[config.mk]
export PLATFORM = sky130hd
export DESIGN_NAME = stripe_link
export DESIGN_NICKNAME = d
export VERILOG_FILES = /design/src/rtl/stripe_pkg.sv /design/src/rtl/lane_rank_map.sv /design/src/rtl/stripe_tx.sv /design/src/rtl/stripe_rx.sv /design/src/rtl/stripe_link.sv
export SDC_FILE = /design/constraint.sdc
export NUM_CORES = 1
export LEC_CHECK = 0
export BUFFER_PORTS_ARGS = -buffer_cell sky130_fd_sc_hd__buf_2
export CAP_MARGIN = 5
export CORE_ASPECT_RATIO = 1.25
export CORE_MARGIN = 2
export CORE_UTILIZATION = 40
export DETAILED_ROUTE_END_ITERATION = 10
export PLACE_DENSITY_LB_ADDON = 0.1
export SLEW_MARGIN = 5
export SYNTH_ARGS = -nofsm -noshare
export SYNTH_HDL_FRONTEND = slang
export SYNTH_SLANG_ARGS = --single-unit
[constraint.sdc]
create_clock -name clk -period 12.9 [get_ports clk]
set_input_delay 2.58 -clock clk [delete_from_list [all_inputs] [get_ports clk]]
set_output_delay 2.58 -clock clk [all_outputs]
set_load 0.01 [all_outputs]
[src/rtl/stripe_pkg.sv]
package stripe_pkg;

    typedef enum logic {
        TX_IDLE,
        TX_SHIFT
    } tx_state_e;

    typedef enum logic {
        RX_IDLE,
        RX_GATHER
    } rx_state_e;

endpackage

[src/rtl/lane_rank_map.sv]
// Prefix count over a lane mask: each lane's rank among lit lanes, plus total.
module lane_rank_map #(
    parameter int LANES = 4,
    parameter int CW    = $clog2(LANES + 1)
) (
    input  logic [LANES-1:0]    mask,
    output logic [LANES*CW-1:0] rank_flat,
    output logic [CW-1:0]       count
);

    logic [CW-1:0] prefix [LANES+1];

    assign prefix[0] = '0;

    for (genvar g = 0; g < LANES; g++) begin : g_prefix
        assign prefix[g+1]            = prefix[g] + CW'(mask[g]);
        assign rank_flat[g*CW +: CW]  = prefix[g];
    end

    assign count = prefix[LANES];

endmodule

[src/rtl/stripe_tx.sv]
// Transmit half: deals a latched word across lit lanes, K bits per bit-time.
module stripe_tx
    import stripe_pkg::*;
#(
    parameter int DATA_W = 10,
    parameter int LANES  = 4
) (
    input  logic              clk,
    input  logic              rst_n,
    input  logic [LANES-1:0]  lane_mask,
    input  logic              in_valid,
    output logic              in_ready,
    input  logic [DATA_W-1:0] in_data,
    output logic              cfg_error,
    output logic [LANES-1:0]  lane_tx,
    output logic              lane_tx_valid,
    output logic              word_done
);

    localparam int CW = $clog2(LANES + 1);
    localparam int RW = $clog2(DATA_W + 1);

    tx_state_e         state_q;
    logic [DATA_W-1:0] word_q;
    logic [LANES-1:0]  mask_q;
    logic [RW-1:0]     rem_q;

    logic [LANES*CW-1:0] rank_flat;
    logic [CW-1:0]       lit_cnt;
    logic                last_beat;
    logic                accept;

    lane_rank_map #(.LANES(LANES), .CW(CW)) u_rank (
        .mask      (mask_q),
        .rank_flat (rank_flat),
        .count     (lit_cnt)
    );

    // Final bit-time once the bits still to send fit in one beat.
    assign last_beat = (state_q == TX_SHIFT) && (int'(lit_cnt) >= int'(rem_q));
    assign accept    = in_valid && in_ready;

    // State register and word datapath.
    always_ff @(posedge clk) begin
        if (!rst_n) begin
            state_q <= TX_IDLE;
            word_q  <= '0;
            mask_q  <= '0;
            rem_q   <= '0;
        end else begin
            unique case (state_q)
                TX_IDLE: begin
                    if (accept) begin
                        state_q <= TX_SHIFT;
                        word_q  <= in_data;
                        mask_q  <= lane_mask;
                        rem_q   <= RW'(DATA_W);
                    end
                end
                TX_SHIFT: begin
                    if (accept) begin
                        word_q  <= in_data;
                        mask_q  <= lane_mask;
                        rem_q   <= RW'(DATA_W);
                    end else if (last_beat) begin
                        state_q <= TX_IDLE;
                    end else begin
                        word_q  <= word_q >> lit_cnt;
                        rem_q   <= rem_q - RW'(lit_cnt);
                    end
                end
            endcase
        end
    end

    // Outputs.
    always_comb begin
        logic [DATA_W-1:0] shifted;
        cfg_error     = ~|lane_mask;
        in_ready      = ((state_q == TX_IDLE) || last_beat) && (|lane_mask);
        lane_tx_valid = (state_q == TX_SHIFT);
        word_done     = last_beat;
        for (int l = 0; l < LANES; l++) begin
            shifted    = word_q >> rank_flat[l*CW +: CW];
            lane_tx[l] = lane_tx_valid && mask_q[l] && shifted[0];
        end
    end

endmodule

[src/rtl/stripe_rx.sv]
// Receive half: gathers lit-lane bits in rank order back into the word.
module stripe_rx
    import stripe_pkg::*;
#(
    parameter int DATA_W = 10,
    parameter int LANES  = 4
) (
    input  logic              clk,
    input  logic              rst_n,
    input  logic [LANES-1:0]  rx_mask,
    input  logic [LANES-1:0]  lane_rx,
    input  logic              lane_rx_valid,
    output logic              out_valid,
    output logic [DATA_W-1:0] out_data
);

    localparam int CW = $clog2(LANES + 1);
    localparam int RW = $clog2(DATA_W + 1);

    rx_state_e         state_q;
    logic [LANES-1:0]  mask_q;
    logic [RW-1:0]     pos_q;
    logic [DATA_W-1:0] acc_q;

    logic [LANES-1:0]    eff_mask;
    logic [LANES*CW-1:0] rank_flat;
    logic [CW-1:0]       lit_cnt;
    logic [LANES-1:0]    gathered;
    logic [DATA_W-1:0]   gathered_w;
    logic [RW-1:0]       pos;
    logic [DATA_W-1:0]   merged;
    logic                beat;
    logic                word_end;

    // The first beat of a word takes the live mask; later beats the held one.
    assign eff_mask = (state_q == RX_IDLE) ? rx_mask : mask_q;

    lane_rank_map #(.LANES(LANES), .CW(CW)) u_rank (
        .mask      (eff_mask),
        .rank_flat (rank_flat),
        .count     (lit_cnt)
    );

    always_comb begin
        gathered = '0;
        for (int r = 0; r < LANES; r++) begin
            for (int l = 0; l < LANES; l++) begin
                if (eff_mask[l] && (rank_flat[l*CW +: CW] == CW'(r))) begin
                    gathered[r] = lane_rx[l];
                end
            end
        end
        gathered_w              = '0;
        gathered_w[LANES-1:0]   = gathered;
        pos      = (state_q == RX_IDLE) ? '0 : pos_q;
        merged   = ((state_q == RX_IDLE) ? '0 : acc_q) | (gathered_w << pos);
        beat     = lane_rx_valid && (lit_cnt != '0);
        word_end = (int'(pos) + int'(lit_cnt)) >= DATA_W;
    end

    always_ff @(posedge clk) begin
        if (!rst_n) begin
            state_q   <= RX_IDLE;
            mask_q    <= '0;
            pos_q     <= '0;
            acc_q     <= '0;
            out_valid <= 1'b0;
            out_data  <= '0;
        end else begin
            out_valid <= 1'b0;
            if (beat) begin
                if (word_end) begin
                    state_q   <= RX_IDLE;
                    out_valid <= 1'b1;
                    out_data  <= merged;
                end else begin
                    state_q   <= RX_GATHER;
                    mask_q    <= eff_mask;
                    pos_q     <= pos + RW'(lit_cnt);
                    acc_q     <= merged;
                end
            end
        end
    end

endmodule

[src/rtl/stripe_link.sv]
// Top: lane-striped transmitter and matching receiver.
module stripe_link #(
    parameter int DATA_W = 10,
    parameter int LANES  = 4
) (
    input  logic              clk,
    input  logic              rst_n,
    input  logic [LANES-1:0]  lane_mask,
    input  logic              in_valid,
    output logic              in_ready,
    input  logic [DATA_W-1:0] in_data,
    output logic              cfg_error,
    output logic [LANES-1:0]  lane_tx,
    output logic              lane_tx_valid,
    output logic              word_done,
    input  logic [LANES-1:0]  rx_mask,
    input  logic [LANES-1:0]  lane_rx,
    input  logic              lane_rx_valid,
    output logic              out_valid,
    output logic [DATA_W-1:0] out_data
);

    stripe_tx #(.DATA_W(DATA_W), .LANES(LANES)) u_tx (
        .clk           (clk),
        .rst_n         (rst_n),
        .lane_mask     (lane_mask),
        .in_valid      (in_valid),
        .in_ready      (in_ready),
        .in_data       (in_data),
        .cfg_error     (cfg_error),
        .lane_tx       (lane_tx),
        .lane_tx_valid (lane_tx_valid),
        .word_done     (word_done)
    );

    stripe_rx #(.DATA_W(DATA_W), .LANES(LANES)) u_rx (
        .clk           (clk),
        .rst_n         (rst_n),
        .rx_mask       (rx_mask),
        .lane_rx       (lane_rx),
        .lane_rx_valid (lane_rx_valid),
        .out_valid     (out_valid),
        .out_data      (out_data)
    );

endmodule

# Yosys cells after proc, flatten, opt, wreduce, memory -nomap -nowiden
# Index checks and enable logic that the tools add are counted.
# Widths: inputs -> output; s select.
# word_totals
reg_bits,49
input_bits,26
out_inout_bits,19
word_cells,99
# classes
addsub,9
magnitude_cmp,2
n_eq_ne,8
n_shift,5
n_mux,29
bitwise_logic,3
reduce_logical,33
# ops
cell,n
$mux 10,4
$ge 32x5->1 const B,1
$mux 4,6
$logic_and 1x1->1,22
$pmux 10 s2,1
$mux 1,16
$or 10x10->10,1
$shl 4x4->10,1
$shr 10x1->1,1
$shr 10x2->1,1
$shr 10x3->1,1
$shr 10x3->10,1
$logic_not 3->1,3
$pmux 4 s2,1
$reduce_and 2->1,4
$add 2x1->3,2
$add 3x1->3,2
$eq 3x2->1 const B,2
$add 4x3->5,1
$add 1x1->2,2
$add 4x3->4,1
$eq 2x2->1 const B,2
$ge 3x4->1,1
$reduce_or 4->1,1
other kinds (10),11

# Logic depth before layout (Yosys ltp)
# Gate-level depths: netlist of the first run.
# logic_depth
word_depth,10
depth_mapped,17
depth_no_buf,15

# Hierarchy
# A second synthesis of the first run with hierarchy kept.
# unflattened
cells_unflattened,449
area_unflattened_um2,3915.0
# modules_own_cells
mod,instances,cells_each,area_per_inst_um2,seq_area_each_um2
stripe_rx,1,246,2045.7,600.6
stripe_tx,1,155,1501.4,380.4
lane_rank_map,2,24,183.9,0.0

# Worst setup path before layout of the first run
# Ideal clock, no wire load.
# synth_path
path_kind,input -> register
from,in rx_mask[0]
to,reg u_rx.out_data[1]
setup_time_ns,0.122
t_arrival_ns,6.130
t_required_ns,12.778
path_slack_ns,6.649
stages,15
n_path_buf,0
path_cell_list,mux2i_1 > inv_1 > fa_1 > ha_1 > fa_1 > inv_1 > fa_1 > xor2_1 > a22oi_1 > o32ai_2 > nor2_2 > nand2_1 > inv_2 > and2_1 > a221o_1
# synth_between
elab_chain_cells,8
word_cells_on_any_way,41
cone_classes,4 x add/sub; 1 x order compare; 6 x eq/ne; 1 x shift; 12 x mux; 1 x bitwise; 16 x reduce/logical
# synth_rtl
item,line,rtl
"start, declared",stripe_link.sv:16,"input logic [LANES-1:0] rx_mask,"
$mux 4 *,stripe_rx.sv:36,assign eff_mask = (state_q == RX_IDLE) ? rx_mask : mask_q;
named net u_rx.eff_mask[0],stripe_rx.sv:25,logic [LANES-1:0] eff_mask;
"parallel branches: the longest is 7 deep, another holds $ge 32x5->1",-,
"end signal, assigned",stripe_rx.sv:75,out_data <= merged;
"end, declared",stripe_rx.sv:14,output logic [DATA_W-1:0] out_data
# Mark *: on every way through the listed nets, which the timed path passes.
# A chain may end at the register's enable or synchronous reset.

# Worst setup path in the final report of the first run
# layout_path
from,reg u_tx.mask_q[0]
to,out in_ready
# layout_between
elab_chain_cells,7
# layout_rtl
item,line,rtl
"start, declared",stripe_tx.sv:25,logic [LANES-1:0] mask_q;
"start signal, assigned",stripe_tx.sv:56,mask_q <= lane_mask;
"start signal, assigned",stripe_tx.sv:63,mask_q <= lane_mask;
$add 1x1->2,lane_rank_map.sv:16,assign prefix[g+1] = prefix[g] + CW'(mask[g]);
$add 2x1->3,lane_rank_map.sv:16,
$add 3x1->3,lane_rank_map.sv:16,
$ge 3x4->1,stripe_tx.sv:40,assign last_beat = (state_q == TX_SHIFT) && (int'(lit_cnt) >= int'(rem_q));
$logic_and 1x1->1,stripe_tx.sv:40,
$logic_or 1x1->1,stripe_tx.sv:80,in_ready = ((state_q == TX_IDLE) || last_beat) && (|lane_mask);
$logic_and 1x1->1,stripe_tx.sv:80,
"end, declared",stripe_link.sv:10,"output logic in_ready,"
# No other way between the ends.

==> impl_metrics.csv, run 1 <==
group,metric,value,unit
run_status,status,"completed",
clock_tree,clk_pin_slew,0.09,ns
timing,final_hold_viol_count,0,
clock_tree,cts_resized,0,
setup_path,end_kind,"primary output",
floorplanning,core_area,0.008240,mm2
drt,viasPerCell,5.859,
place,placed_area,0.003650,mm2
clock_tree,clock_sinks,49,
cells_and_area,stdcell_area,0.003740,mm2
timing,hold_slack,0.4764,ns
cells_and_area,drive_above_1_share,17.66,%
floorplanning,start_util,41.09,%
timing,worstMarginPinSlew,0.8855,ns
synth,synthFlopType,"dfxtp_1",
timing,maxSlewViolCount,0,
drt,drt_iter0_markers,140,
job,drv_cap,0,
grt,grt_start_max_net_pins,27,
synth,synth-async-reset-ratio,0,%
synth,synthTopCellsByArea,"dfxtp_1 (29%), mux2i_1 (6.5%), ha_1 (6.3%)",
synth,synth_most_common_cell,"nand2_1",
synth,ys_ff_latch,49,
setup_path,worstPathRequired,10.32,ns
setup_path,start_kind,"flip-flop",
drt,drt_first_pass_iters,4,
drt,post_drt_wl_per_cell,16.12,um
synth,ys_seq_area_share,28.97,%
floorplanning,dieArea,0.009221,mm2
grt,grt_pass1_vias,3062,
floorplanning,ios,45,
clock_tree,htree_num_levels,2,
timing,rsz0062_at_grt,"false",
timing,skew,0.01183,ns
timing,fmax,150.4,MHz
clock_tree,cts_root_buf,"clkbuf_8",
setup_path,path_max_fanout,14,
timing,slew_headroom,40.96,%
timing,fin_crit,6.649,ns
clock_tree,cts_buffers,5,
worst_hold_path,hp-class,"reg -> reg",
grt,grt_pass1_wl,14450,um
power,leakage,1.533,nW
drt,drt_drc_violations_left,0,
synth,syn_inst,402,
floorplanning,die_y,106.9,um
power,power,0.0006833,W
power,p_per_area,182.7,mW/mm2
timing,setup_ws,6.251,ns
synth,syn-cell-area,0.003386,mm2
timing,tns,0,ns
power,ir_worst_vdd,0.1478,mV
clock_tree,worstSkewPairLatency,0.30,ns
setup_path,cp.arrival,4.07,ns
floorplanning,row_count,37,
timing,min_period_over_period,51.54,%
cells_and_area,antennaDiodeCount,0,
drt,drt-total-wl,8593,um
synth,synthDistinctLibCells,69,
clock_tree,cts_hold_buf,0,
place,gp_congestion,0.8772,
place,hpwlAfterDp,6586,um
synth,syn_area_per_cell,8.422,um2
synth,synth_largest_area_cell,"dfxtp_1",
setup_path,critical_path_class,"reg -> out",
floorplanning,fp.dieW,86.29,um
clock_tree,cts_setup_buffers,0,
cells_and_area,area_delta_synth_final,10.46,%
synth,yosys_warnings,0,
synth,syn-num-nets,451,
timing,setup_viol,0,
drt,vias,3123,
grt,track_usage,19.44,%
synth,ys_top_cells_by_count,"nand2_1 (50), dfxtp_1 (49), nor2_1 (43)",
place,dp_slack,5.941,ns
grt,overflow,0,
clock_tree,tritoncts,"built",
synth,synth_top_area_share,28.97,%
clock_tree,cts.path.max_buffers,2,
drt,drtAntennaViolNets,0,
synth,synth_edf_count,0,
cells_and_area,fin_nets,485,
place,port_buffers,44,
grt,antenna_found_initial,0,
## flip-flops by register name, indices dropped and copies added, names as in the netlist, 4 cells and up
name and flops:
u_rx.acc_q 10, u_rx.out_data 10, u_rx.pos_q 4, u_tx.word_q 10, u_tx.rem_q 4, u_rx.mask_q 4
u_tx.mask_q 4
## final timing paths
kind	from	to	slack, ns	depth (start not counted)
setup / recovery	u_tx.mask_q[0]	in_ready	6.25	10
hold / removal	u_rx.out_data[4]	u_rx.out_data[4]	0.48	2
setup reg to reg	u_rx.state_q	u_rx.pos_q[0]	7.87	13
hold reg to reg	u_rx.out_data[4]	u_rx.out_data[4]	0.48	2
## per-layer routing
layer | track usage, % | vias to the layer above | share of wire [%]
li1 | - | 1542 | -
met1 | 22.88 | 1483 | 43
met2 | 35.16 | 80 | 51
met3 | 2.463 | 18 | 3.6
met4 | 7.924 | 0 | 2.8
met5 | 0 | - | 0
## critical path, cell delays in order, from the launching register on
cell and delay (ns):
dfxtp_1 0.37, fa_1 0.59, ha_1 0.23, fa_1 0.94
inv_1 0.22, fa_1 0.47, a21o_1 0.20, a21oi_1 0.27
nor2_1 0.22, nor2_1 0.12, buf_2 0.13
## per-stage QoR
stage	cells	utilization (%)
2_1_floorplan	402	-
3_3_place_gp	526	44.29
3_5_place_dp	526	44.29
4_1_cts	533	45.38
5_1_grt	533	45.38
6_report	533	45.38
## logic make-up after synthesis
group	Yosys count	synth area share, %
and+or+nand+nor	143	19.55
AOI/OAI and AO/OA	107	23.36
DFF	49	28.97
buffers and inverters	43	5.285
muxes	34	12.23
adders and majority gates	23	9.830
xor gates and xnor gates	3	0.7762
## area by class of cell
cell class	count	area (um2)
Clock buffer	6	82.58
Clock inverter	1	7.507
Fill cell	872	4501
Inverter	25	93.84
Multi-Input combinational cell	310	2226
Sequential cell	49	980.9
Tap cell	97	121.4
Timing Repair Buffer	45	227.7
## power by group
part	internal [W]	total [W]	switching [W]	leakage (nW)
Clock	0.0000426	0.0000961	0.0000535	0.0433
Combinational	0.000151	0.000377	0.000227	1.09
Sequential	0.000179	0.000210	0.0000309	0.401
Total	0.000372	0.000683	0.000311	1.53
## cell usage in the layout (no fill, tap or decap), types with 4 or more instances in the layout
cell type and n:
and2_1 5, mux2i_1 22, o221ai_1 4, a22oi_1 7, mux4_2 4, nor2_1 43, nand2b_1 4, a211oi_1 8
nor3_1 11, a21oi_1 17, clkbuf_8 6, mux2_2 6, nor2b_1 4, nand2_1 50, o22ai_1 9, a31oi_1 6
ha_1 17, fa_1 6, and3_1 6, inv_1 22, buf_2 44, o21ai_0 18, dfxtp_1 49, nand3_1 6
Note: power is estimated with default switching activity, not from simulation.
==> run 2, diff against run 1 <==
Clock period 12.9 ns to 6.08 ns, I/O delays scaled along.
==> run 2 against run 1 <==
Net effect:
- die area stayed put
- clock power is 120% higher
- register-to-register slack worse by 6.5 ns
- global-route usage is 0.55 points higher
- non-clock buffer count is 3 higher
- hold slack worse by 0.0043 ns
- critical endpoint is now u_rx.out_data[1]
==> impl_metrics.csv, run 2 (synthesized netlist as in run 1, its figures left out) <==
group,metric,value,unit
run_status,status,"completed",
timing,tns,0,ns
drt,drt-total-wl,8825,um
place,port_buffers,44,
power,seq_power_share,30.1,%
power,p_sw,0.0006715,W
floorplanning,fp.dieW,86.29,um
clock_tree,clk_pin_slew,0.10,ns
floorplanning,row_count,37,
power,ir_worst_vdd,0.3374,mV
floorplanning,start_util,41.09,%
cells_and_area,finalCoreUtilization,45.73,%
clock_tree,cts_root_buf,"clkbuf_8",
drt,drt_iter0_markers,110,
clock_tree,cts_setup_buffers,0,
drt,drtAntennaViolNets,0,
cells_and_area,final_common_cell,"nand2_1",
drt,wl_met1,3817,um
cells_and_area,top_regs,"u_rx.acc_q (10), u_rx.out_data (10), u_tx.word_q (10)",
cells_and_area,fill_cells,849,
timing,skew,0.01276,ns
drt,drt_drc_violations_left,0,
grt,antenna_found_initial,0,
place,hpwlAfterDp,6748,um
drt,routed-wl-met2,4402,um
clock_tree,tritoncts,"built",
clock_tree,worstSkewPairLatency,0.31,ns
power,clockPowerShare,14.1,%
cells_and_area,multi_input_area,0.002226,mm2
clock_tree,clock_sinks,49,
grt,track_usage,19.98,%
floorplanning,ios,45,
power,power,0.001471,W
setup_path,start_kind,"input port",
timing,fmax,200.8,MHz
power,combPwrFrac,55.8,%
power,internal_power,0.0007993,W
setup_path,end_kind,"flip-flop",
timing,setup_viol,0,
clock_tree,cts.path.max_buffers,2,
clock_tree,cts_resized,0,
drt,wl_met3,314,um
grt,overflow,0,
power,leakage,1.556,nW
timing,fin_crit,4.979,ns
timing,min_period_over_period,81.90,%
drt,post_drt_wl_per_cell,16.43,um
setup_path,path_max_fanout,8,
power,p_per_area,390.3,mW/mm2
grt,grt_pass1_vias,2973,
power,p_sw_share,45.65,%
drt,viasPerCell,5.765,
floorplanning,die_y,106.9,um
setup_path,critical_path_class,"in -> reg",
job,drv_cap,0,
drt,drt_first_pass_iters,4,
drt,top_layer_used,"met4",
cells_and_area,stdcell_area,0.003769,mm2
setup_path,cp.arrival,5.18,ns
clock_tree,cts_buffers,5,
cells_and_area,area_delta_synth_final,11.31,%
timing,worstMarginPinSlew,0.8799,ns
cells_and_area,fin_nets,488,
setup_path,worstPathRequired,6.28,ns
grt,grt_pass1_wl,14660,um
timing,final_hold_viol_count,0,
floorplanning,dieArea,0.009221,mm2
worst_hold_path,hp-class,"reg -> reg",
place,placed_area,0.003672,mm2
timing,rsz0062_at_grt,"false",
timing,slew_headroom,40.98,%
grt,grt_start_max_net_pins,27,
clock_tree,cts_hold_buf,0,
floorplanning,core_area,0.008240,mm2
place,gp_congestion,0.9355,
cells_and_area,drive_above_1_share,18.41,%
clock_tree,htree_num_levels,2,
drt,vias,3096,
cells_and_area,layout_common_cells,"nand2_1 (50), dfxtp_1 (49), buf_2 (44)",
cells_and_area,seqCellArea,980.9,um2
cells_and_area,antennaDiodeCount,0,
timing,maxSlewViolCount,0,
## run 2: final timing paths
check                                    from               end  slack, ns  cells past startpoint
worst max-delay path               rx_mask[0]  u_rx.out_data[1]       1.10                     16
worst min-delay path            u_rx.acc_q[7]     u_rx.acc_q[7]       0.47                      2
worst max register to register   u_rx.state_q  u_rx.out_data[1]       1.39                     15
worst min register to register  u_rx.acc_q[7]     u_rx.acc_q[7]       0.47                      2
## run 2: routing by layer
metal,global-route usage (%),vias to the layer above
met5,0,-
met2,34.22,71
li1,-,1545
met3,3.233,18
met1,24.47,1462
met4,8.817,0
## run 2: worst max-delay path, cell delays in order
cell     delay [ns]
buf_2          0.10
mux2i_1        0.33
inv_1          0.15
fa_1           0.57
ha_1           0.24
fa_1           0.55
inv_1          0.08
fa_1           0.42
xor2_1         0.23
a22oi_1        0.14
o32ai_2        0.30
nor2_2         0.13
nand2_1        0.17
inv_2          0.09
and2_1         0.16
a221o_1        0.31
## run 2: stage by stage
stage | hold slack (ns) | setup slack (ns) | std cells
2_1_floorplan | 0.4418 | 1.193 | 402
3_3_place_gp | 0.4631 | 0.8176 | 529
3_5_place_dp | 0.4627 | 0.7566 | 529
4_1_cts | 0.4767 | 1.095 | 537
5_1_grt | 0.4902 | 0.8153 | 537
6_report | 0.4720 | 1.101 | 537
## run 2: layout make-up
type | count | area share [%]
Clock inverter | 2 | 0.3652
Clock buffer | 6 | 2.191
Inverter | 25 | 2.490
Tap cell | 97 | 3.220
Multi-Input combinational cell | 310 | 59.06
Timing Repair Buffer | 48 | 6.640
Sequential cell | 49 | 26.03
## run 2: power groups by stage
stage | registers, W | logic [W] | clock network, W
after detailed placement | 0.000449 | 0.000823 | 0
after global routing | 0.000450 | 0.000916 | 0.000226
final | 0.000443 | 0.000820 | 0.000208
after floorplan | 0.000421 | 0.000664 | 0
after CTS | 0.000443 | 0.000825 | 0.000216
after global placement | 0.000450 | 0.000816 | 0
